==> config.mk <==
export PLATFORM = sky130hd
export DESIGN_NAME = ds3_mframe_gen
export DESIGN_NICKNAME = d
export VERILOG_FILES = /design/src/rtl/ds3_mf_pkg.sv /design/src/rtl/ds3_pos_cnt.sv /design/src/rtl/ds3_oh_sel.sv /design/src/rtl/ds3_par_acc.sv /design/src/rtl/ds3_mframe_gen.sv
export SDC_FILE = /design/constraint.sdc
export NUM_CORES = 1
export LEC_CHECK = 0
export ABC_CLOCK_PERIOD_IN_PS = 2800
export BUFFER_PORTS_ARGS = -buffer_cell sky130_fd_sc_hd__buf_4
export CAP_MARGIN = 5
export CORE_MARGIN = 5
export CORE_UTILIZATION = 56
export CTS_CLUSTER_SIZE = 16
export DETAILED_ROUTE_END_ITERATION = 8
export GPL_TIMING_DRIVEN = 0
export PLACE_DENSITY_LB_ADDON = 0.1
export SLEW_MARGIN = 20
export SYNTH_ARGS = -nofsm -noshare
export SYNTH_HDL_FRONTEND = slang
export SYNTH_HIERARCHICAL = 1
export SYNTH_SLANG_ARGS = --single-unit
==> constraint.sdc <==
create_clock -name clk -period 2.8 [get_ports clk]
set_clock_uncertainty 0.1 [all_clocks]
set_input_delay 0.42 -clock clk [delete_from_list [all_inputs] [get_ports clk]]
set_output_delay 0.42 -clock clk [all_outputs]
set_load 0.005 [all_outputs]
==> src/rtl/ds3_mf_pkg.sv <==
package ds3_mf_pkg;
   typedef enum logic [1:0] {
      SLOT_PAY  = 2'd0,
      SLOT_LEAD = 2'd1,
      SLOT_FBIT = 2'd2
   } slot_e;
endpackage

==> src/rtl/ds3_pos_cnt.sv <==
module ds3_pos_cnt #(
   parameter int BLOCK_BITS = 84,
   parameter int BLOCKS     = 8,
   parameter int SUBS       = 7,
   localparam int SW  = $clog2(SUBS),
   localparam int BKW = $clog2(BLOCKS),
   localparam int BW  = $clog2(BLOCK_BITS + 1)
) (
   input  logic           clk,
   input  logic           rst,
   input  logic           ce,
   output logic [SW-1:0]  sub_idx,
   output logic [BKW-1:0] blk_idx,
   output logic [BW-1:0]  bit_idx,
   output logic           frame_last
);
   localparam logic [BW-1:0]  LAST_BIT = BW'(BLOCK_BITS);
   localparam logic [BKW-1:0] LAST_BLK = BKW'(BLOCKS - 1);
   localparam logic [SW-1:0]  LAST_SUB = SW'(SUBS - 1);

   logic bit_wrap, blk_wrap;
   assign bit_wrap   = (bit_idx == LAST_BIT);
   assign blk_wrap   = (blk_idx == LAST_BLK);
   assign frame_last = bit_wrap && blk_wrap && (sub_idx == LAST_SUB);

   always_ff @(posedge clk) begin
      if (rst) begin
         sub_idx <= '0;
         blk_idx <= '0;
         bit_idx <= '0;
      end else if (ce) begin
         if (bit_wrap) begin
            bit_idx <= '0;
            if (blk_wrap) begin
               blk_idx <= '0;
               sub_idx <= (sub_idx == LAST_SUB) ? '0 : sub_idx + 1'b1;
            end else begin
               blk_idx <= blk_idx + 1'b1;
            end
         end else begin
            bit_idx <= bit_idx + 1'b1;
         end
      end
   end
endmodule

==> src/rtl/ds3_oh_sel.sv <==
module ds3_oh_sel
   import ds3_mf_pkg::*;
#(
   parameter int              BLOCKS = 8,
   parameter int              SUBS   = 7,
   parameter logic [BLOCKS/2-1:0] F_SEQ = 4'b1001,
   parameter logic [2:0]      M_SEQ  = 3'b010,
   localparam int SW  = $clog2(SUBS),
   localparam int BKW = $clog2(BLOCKS)
) (
   input  logic [SW-1:0]  sub_idx,
   input  logic [BKW-1:0] blk_idx,
   input  logic           blk_head,
   input  logic           far_alarm,
   input  logic           par_prev,
   output slot_e          slot,
   output logic           oh_bit
);
   logic [SUBS-1:0] lead_vec;

   for (genvar g = 0; g < SUBS; g++) begin : g_lead
      if (g < 2) begin : g_x
         assign lead_vec[g] = far_alarm;
      end else if (g < 4) begin : g_p
         assign lead_vec[g] = par_prev;
      end else begin : g_m
         assign lead_vec[g] = M_SEQ[g-4];
      end
   end

   always_comb begin
      slot   = SLOT_PAY;
      oh_bit = 1'b0;
      if (blk_head) begin
         if (blk_idx == '0) begin
            slot   = SLOT_LEAD;
            oh_bit = lead_vec[sub_idx];
         end else if (blk_idx[0]) begin
            slot   = SLOT_FBIT;
            oh_bit = F_SEQ[blk_idx[BKW-1:1]];
         end
      end
   end
endmodule

==> src/rtl/ds3_par_acc.sv <==
module ds3_par_acc (
   input  logic clk,
   input  logic rst,
   input  logic pay_tick,
   input  logic pay_bit,
   input  logic frame_end,
   output logic par_prev
);
   logic acc, acc_nxt;
   assign acc_nxt = acc ^ (pay_tick & pay_bit);

   always_ff @(posedge clk) begin
      if (rst) begin
         acc      <= 1'b0;
         par_prev <= 1'b0;
      end else if (frame_end) begin
         acc      <= 1'b0;
         par_prev <= acc_nxt;
      end else begin
         acc      <= acc_nxt;
      end
   end
endmodule

==> src/rtl/ds3_mframe_gen.sv <==
module ds3_mframe_gen
   import ds3_mf_pkg::*;
#(
   parameter int   BLOCK_BITS     = 84,
   parameter int   BLOCKS         = 8,
   parameter int   SUBS           = 7,
   parameter logic UNDERFLOW_FILL = 1'b1
) (
   input  logic clk,
   input  logic rst,
   input  logic ce,
   input  logic far_alarm,
   input  logic pl_data,
   input  logic pl_valid,
   output logic pl_ready,
   output logic line_bit,
   output logic frame_start,
   output logic sub_start
);
   localparam int SW  = $clog2(SUBS);
   localparam int BKW = $clog2(BLOCKS);
   localparam int BW  = $clog2(BLOCK_BITS + 1);

   if (SUBS != 7) begin : g_bad_subs
      $error("SUBS must be 7: the lead-bit labels cover exactly seven subframes");
   end
   if (BLOCKS < 2 || (BLOCKS % 2) != 0) begin : g_bad_blocks
      $error("BLOCKS must be even and at least 2");
   end
   if (BLOCK_BITS < 1) begin : g_bad_bits
      $error("BLOCK_BITS must be at least 1");
   end

   logic [SW-1:0]  sub_idx;
   logic [BKW-1:0] blk_idx;
   logic [BW-1:0]  bit_idx;
   logic           frame_last, blk_head, oh_bit, par_prev, is_pay;
   slot_e          slot;

   ds3_pos_cnt #(.BLOCK_BITS(BLOCK_BITS), .BLOCKS(BLOCKS), .SUBS(SUBS)) u_pos (
      .clk(clk), .rst(rst), .ce(ce),
      .sub_idx(sub_idx), .blk_idx(blk_idx), .bit_idx(bit_idx),
      .frame_last(frame_last)
   );

   assign blk_head = (bit_idx == '0);

   ds3_oh_sel #(.BLOCKS(BLOCKS), .SUBS(SUBS)) u_oh (
      .sub_idx(sub_idx), .blk_idx(blk_idx), .blk_head(blk_head),
      .far_alarm(far_alarm), .par_prev(par_prev),
      .slot(slot), .oh_bit(oh_bit)
   );

   assign is_pay      = (slot == SLOT_PAY);
   assign pl_ready    = ce && is_pay;
   assign line_bit    = is_pay ? (pl_valid ? pl_data : UNDERFLOW_FILL) : oh_bit;
   assign sub_start   = ce && blk_head && (blk_idx == '0);
   assign frame_start = sub_start && (sub_idx == '0);

   ds3_par_acc u_par (
      .clk(clk), .rst(rst),
      .pay_tick(pl_ready), .pay_bit(line_bit),
      .frame_end(ce && frame_last),
      .par_prev(par_prev)
   );
endmodule

---- Word level (Yosys, flattened, before mapping) ----
Index checks and enable logic that the tools add are counted.
storage, ports and cells
  flip-flop bits (word level) ............. 15
  bits in latches ......................... 0
  memory bits (writable) .................. 0
  ROM bits ................................ 0
  input port bits ......................... 6
  output and inout port bits .............. 4
  word-level logic and storage cells ...... 44
  memories kept ........................... 0
operators by class
  $add $sub $neg .......................... 3
  $mul .................................... 0
  divide/modulo/power cells ............... 0
  $lt $le $gt $ge ......................... 2
  equal/unequal tests ..................... 3
  shift operators ......................... 0
  mux-type cells .......................... 15
  bitwise logic cells ..................... 2
  reductions and logical operators ........ 14
operators by type and width
  kind                   count
  $add A7 B1 Y7 const B  1
  $eq A7 B7 Y1 const B   1
  $logic_and A1 B1 Y1    7
  $logic_not A7 Y1       1
  $mux W1                7
  $mux W7                1
  $add A3 B1 Y3 const B  2
  $eq A3 B3 Y1 const B   2
  $logic_not A3 Y1       2
  $mux W2                3
  $mux W3                2
  $lt A3 B4 Y1 const B   1
  $bmux W1 S3            1
  $lt A2 B3 Y1 const B   1
  $reduce_and A3 Y1      1
  $bmux W1 S2            1
  $logic_not A2 Y1       1
  $reduce_and A2 Y1      1
  $reduce_or A2 Y1       1
  $and A1 B1 Y1          1
  $xor A1 B1 Y1          1

---- Longest topological paths before layout ----
  depth in word-level cells ............... 8
  gate-level depth with buffers ........... 8
  depth with buffers taken out ............ 7

---- By module ----
The synthesis kept the hierarchy.
modules (own cells, without submodules)
  module          instances  cells an instance  area each (µm²)  sequential area each (µm²)
  ds3_pos_cnt     1          81                 715.7            260.2
  ds3_mframe_gen  1          12                 83.8             0.0
  ds3_par_acc     1          7                  83.8             40.0
  ds3_oh_sel      1          9                  62.6             0.0

---- Least setup slack after synthesis ----
No wires, ideal clock.
  path kind ............................... reg2reg
  from .................................... reg u_pos.bit_idx[4]
  to ...................................... reg u_par.par_prev
  setup time .............................. 0.088 ns
  arrival time ............................ 2.104 ns
  required time ........................... 2.612 ns
  path slack .............................. 0.507 ns
  stages on the path, launching flop included .. 8
  path buffers ............................ 0
  period minus slack after synthesis ...... 2.293 ns
  cells stage by stage .................... dfxtp_1 > or4_1 > nor2_1 > nor4b_1 > o21ai_0 > o31ai_1 > nand3b_1 > a311oi_2
on the way
  longest elaborated chain between the ends .. 6
  elaborated cells on any way between the ends .. 12
  classes of those cells .................. eq/ne (1); mux (3); bitwise (2); reduce/logical (6)
ends and longest elaborated chain
  item                      line                  source
  start: declaration        ds3_pos_cnt.sv:14     output logic [BW-1:0] bit_idx,
  start signal: assignment  ds3_pos_cnt.sv:41     bit_idx <= bit_idx + 1'b1;
  $logic_not A7 Y1          ds3_mframe_gen.sv:46  assign blk_head = (bit_idx == '0);
  named net blk_head        ds3_mframe_gen.sv:37  logic frame_last, blk_head, oh_bit, par_prev, is_pay;
  $mux W2                   ds3_oh_sel.sv:34      if (blk_head) begin
  named net slot[0]         ds3_mframe_gen.sv:38  slot_e slot;
  $logic_not A2 Y1          ds3_mframe_gen.sv:54  assign is_pay = (slot == SLOT_PAY);
  $mux W1                   ds3_mframe_gen.sv:56  assign line_bit = is_pay ? (pl_valid ? pl_data : UNDERFLOW_FILL) : oh_bit;
  named net line_bit        ds3_mframe_gen.sv:16  output logic line_bit,
  $and A1 B1 Y1             ds3_par_acc.sv:10     assign acc_nxt = acc ^ (pay_tick & pay_bit);
  $xor A1 B1 Y1             ds3_par_acc.sv:10
  end signal: assignment    ds3_par_acc.sv:18     par_prev <= acc_nxt;
  end: declaration          ds3_par_acc.sv:7      output logic par_prev
The timed path passes the listed nets, and every way through them passes these cells.
A chain may end at the register's enable or synchronous reset.

---- Worst setup path in the final report ----
  from .................................... reg u_pos.bit_idx[6]
  to ...................................... out line_bit
on the way
  longest elaborated chain between the ends .. 4
  elaborated cells on any way between the ends .. 5
  classes of those cells .................. mux (3); reduce/logical (2)
ends and longest elaborated chain
  item                line
  $logic_not A7 Y1    ds3_mframe_gen.sv:46
  named net blk_head  ds3_mframe_gen.sv:37
  $mux W2             ds3_oh_sel.sv:34
  named net slot[0]   ds3_mframe_gen.sv:38
  $logic_not A2 Y1    ds3_mframe_gen.sv:54
  $mux W1             ds3_mframe_gen.sv:56
  end: declaration    ds3_mframe_gen.sv:16
The timed path passes the listed nets, and every way through them passes these cells.

==> results by group <==
Yosys
  – Synth unique cells: a little over 40
  – Synth Area in Adders: 0.05291
  – Synth Area in Compound Gates: 0.2487
  – Number of synthesized flops with an enable pin: 0
  – Synth Cell Area: ~950 um2
  – Mapped Cells: between 100 and 150
  – Largest family of logic cells by synthesized area: simple AND/OR/NAND/NOR gates
  – Mean Syn Cell Area: slightly below 9 um2
  – Seq/Total Area, Yosys: 0.3175
  – Syn_nets: between 100 and 150
  – Ys flop type: dfxtp_1
  – Simple-gate area share of the yosys netlist: 0.3373
  – XOR/XNOR Fraction of Synth Area: 0
  – Mux contribution to synthesized area: 0.01190
  – Post-synth ARST share: 0
  – Synth Register Bits: 15
  – Yosys warns: 6

Die
  – Die ar.: between 0.002 and 0.003 mm2
  – Core Footprint: around 0.0016 mm2
  – IO Count: 10
  – Initial Util: 0.6067
  – Die span in y: ~51 um
  – Die width: around 51 um
  – Core Rows: 14

Global route
  – Overflow after GRT: 0
  – Pin count of the biggest net entering global routing: 11
  – Vias in the first global route: 901
  – Gr usage total: 0.1991
  – Antenna violations before repair: 0
  – First-pass GRT wire length: slightly above 4 mm

Min path
  – WHS Path Cells: 2
  – Hold Crit Class: primary input to register

STA
  – Final setup fails: 0
  – Max Transition Viols Final: 0
  – Fin crit period: roughly 2.7 ns
  – Final hold vios: 0
  – Slew margin rel.: 0.6769
  – RSZ-0062 raised after global routing: no
  – Worst hold slack: approximately 0.23 ns
  – Final Cycle Share: 0.9612
  – Worst slew pin tran: 0.4846 ns
  – Highest Clock Rate: 371.6 MHz
  – TNS Setup: 0 ns

Routing
  – Final antenna-violating net count: 0
  – Vias: slightly below 1,000
  – Via density per instance: around 7
  – WL final: approximately 2.5 mm
  – Residual DRC: 0
  – Detailed Route Iter0 Violations: between 40 and 50
  – Detailed Routing Iterations Pass 1: 6
  – Routed WL per cell: about 18 um

Pwr
  – Static Leak: a little under 0.4 nW
  – Worst vdd ir: ~0.33 mV
  – Total chip power: 0.4198 mW
  – Pwr per Cell Area: roughly 390 mW/mm2

Worst setup path
  – R2R Path End: u_par/par_prev$_SDFFE_PP0P_
  – CP endpoint: line_bit
  – Critical R2R Launch: u_pos/bit_idx[6]$_SDFFE_PP0P_
  – Crit path kind: register to output port
  – Reg2reg path depth: 7
  – FF-to-FF setup slack: about 0.48 ns
  – Worst EP arrival: 2.17 ns
  – WP data required: about 2.3 ns
  – Worst setup SP type: register
  – Slowest cell on the critical path: or4_4
  – CP Capture Type: output port
  – Worst-path cell chain: or4_4 -> nor2_2 -> nor4b_4 -> o21ai_0 -> o31ai_1 -> buf_4
  – Worst path max stage delay: between 0.5 and 0.6 ns
  – Crit path max fanout: 5
  – Start point of the critical path: u_pos/bit_idx[6]$_SDFFE_PP0P_

Cells and area
  – Final net count: ~130
  – Antenna cell count: 0
  – Layout Area Growth over Synthesis: 15.21%
  – Layout cell share with drive strength beyond 1: 0.2114

Clocking
  – Reg clk slew, reported paths: 0.09 ns
  – Num CTS Buffers: 3
  – # hold bufs at CTS: 0
  – Root Driver: clkbuf_4
  – Clock sink count: 15
  – Clock Latency Late Sink: 0.29 ns
  – Deepest clock path buffer count: 2
  – TritonCTS clock tree: built
  – H-tree depth: 1

Status
  – Status: complete, no violations

Job
  – Max-Cap Viols: 0

Placed design
  – Final HPWL DP: between 1.5 and 2 mm
  – Port bufs: 9
  – Routability cong.: between 0.8 and 0.9
-- synth_stat cells (2+ instances only) --
cell / n / area, um2
nand2b_1: 5 / 31.28
a21oi_1: 13 / 65.06
nand3_1: 6 / 30.03
o21ai_0: 6 / 30.03
nor2_1: 3 / 11.26
nand4_1: 2 / 12.51
o211ai_1: 2 / 15.01
nand2_1: 6 / 22.52
nor3_1: 2 / 10.01
dfxtp_1: 15 / 300.3
nand4b_1: 2 / 17.52
ha_1: 4 / 50.05
inv_1: 3 / 11.26
or4_1: 4 / 30.03
buf_2: 3 / 15.01
or4b_1: 2 / 20.02
o31ai_1: 4 / 30.03
nor2b_1: 2 / 12.51
or3_1: 3 / 18.77
-- power by group --
group | internal [mW] | switching [mW]
clock | 0.0555 | 0.0751
sequential | 0.217 | 0.00394
combinational | 0.0349 | 0.0336
-- timing repair --
item | 4_1_cts | 5_1_grt
resized for setup | 2 | 3
cloned | 0 | 0
setup endpoints to repair | 2 | 1
setup buffers | 0 | 1
-- worst min-delay path by stage --
| stage | to | slack (ns) | from |
|---|---|---|---|
| final | u_par/par_prev$_SDFFE_PP0P_ | 0.23 | rst |
| after global routing | u_par/par_prev$_SDFFE_PP0P_ | 0.25 | rst |
| after CTS | u_par/par_prev$_SDFFE_PP0P_ | 0.24 | rst |
| after detailed placement | u_pos/bit_idx[5]$_SDFFE_PP0P_ | 0.44 | u_pos/bit_idx[5]$_SDFFE_PP0P_ |
| after global placement | u_pos/bit_idx[1]$_SDFFE_PP0P_ | 0.42 | u_pos/bit_idx[1]$_SDFFE_PP0P_ |
| after floorplan | u_par/par_prev$_SDFFE_PP0P_ | 0.39 | rst |
-- per-stage QoR --
stage / std cells / area (um2) / setup slack, ns / utilization
after floorplan: 109 / 945.9 / 0.5074 / -
after global placement: 134 / 1033 / 0.2572 / 0.6629
after detailed placement: 134 / 1033 / 0.1056 / 0.6629
after CTS: 138 / 1075 / 0.03235 / 0.6894
after global routing: 139 / 1090 / 0.01844 / 0.6990
final: 139 / 1090 / 0.1086 / 0.6990
-- logic make-up after synthesis --
family,count (synthesis)
muxes,1
DFF,15
adders and majority gates,4
AOI/OAI and AO/OA,35
and+or+nand+nor,47
buffers and inverters,7
-- per-layer routing --
| layer | vias up | global-route usage | wire length (um) |
|---|---|---|---|
| met1 | 461 | 0.2438 | 1081 |
| met3 | 9 | 0.03779 | 183 |
| met4 | 0 | 0.07175 | 44 |
| met2 | 56 | 0.3455 | 1228 |
| met5 | - | 0 | 0 |
| li1 | 452 | - | - |
-- cell type report --
| type | instances | area [um2] |
|---|---|---|
| fillers | 129 | 469.2 |
| repair buffers | 10 | 75.07 |
| flip-flops and latches | 15 | 301.5 |
| well taps | 16 | 20.02 |
| multi-input cells | 87 | 636.9 |
| clock buffers | 4 | 26.28 |
| plain buffers | 4 | 18.77 |
| inverters | 3 | 11.26 |
-- worst max-delay path, delay by kind of cell (launching register included) --
family	cells	cell delay, ns
simple gates	3	1.02
buf+inv	1	0.19
compound gates	2	0.28
flops	1	0.39
-- placed cells by master, fill, tap and decap left out, types with 2 or more instances in the layout --
cell type | netlist | routed
dfxtp_1 | 15 | 14
or3_1 | 3 | 3
clkbuf_4 | 0 | 3
buf_4 | 0 | 10
o21ai_0 | 6 | 6
o211ai_1 | 2 | 2
nor2b_1 | 2 | 2
nand2_1 | 6 | 6
a21oi_1 | 13 | 13
nor3_1 | 2 | 2
o31ai_1 | 4 | 4
or4b_1 | 2 | 2
inv_1 | 3 | 3
or4_1 | 4 | 3
ha_1 | 4 | 4
nand4_1 | 2 | 2
buf_2 | 3 | 3
nand2b_1 | 5 | 5
nor2_1 | 3 | 2
nand4b_1 | 2 | 2
nand3_1 | 6 | 6
clkbuf_1 | 1 | 2
-- registers in the layout, indices dropped and copies added (netlist names) --
signal,count
u_pos/bit_idx,7
u_pos/sub_idx,3
u_par/par_prev,1
u_pos/blk_idx,3
u_par/acc,1
Power figures use the tool's default switching activity.
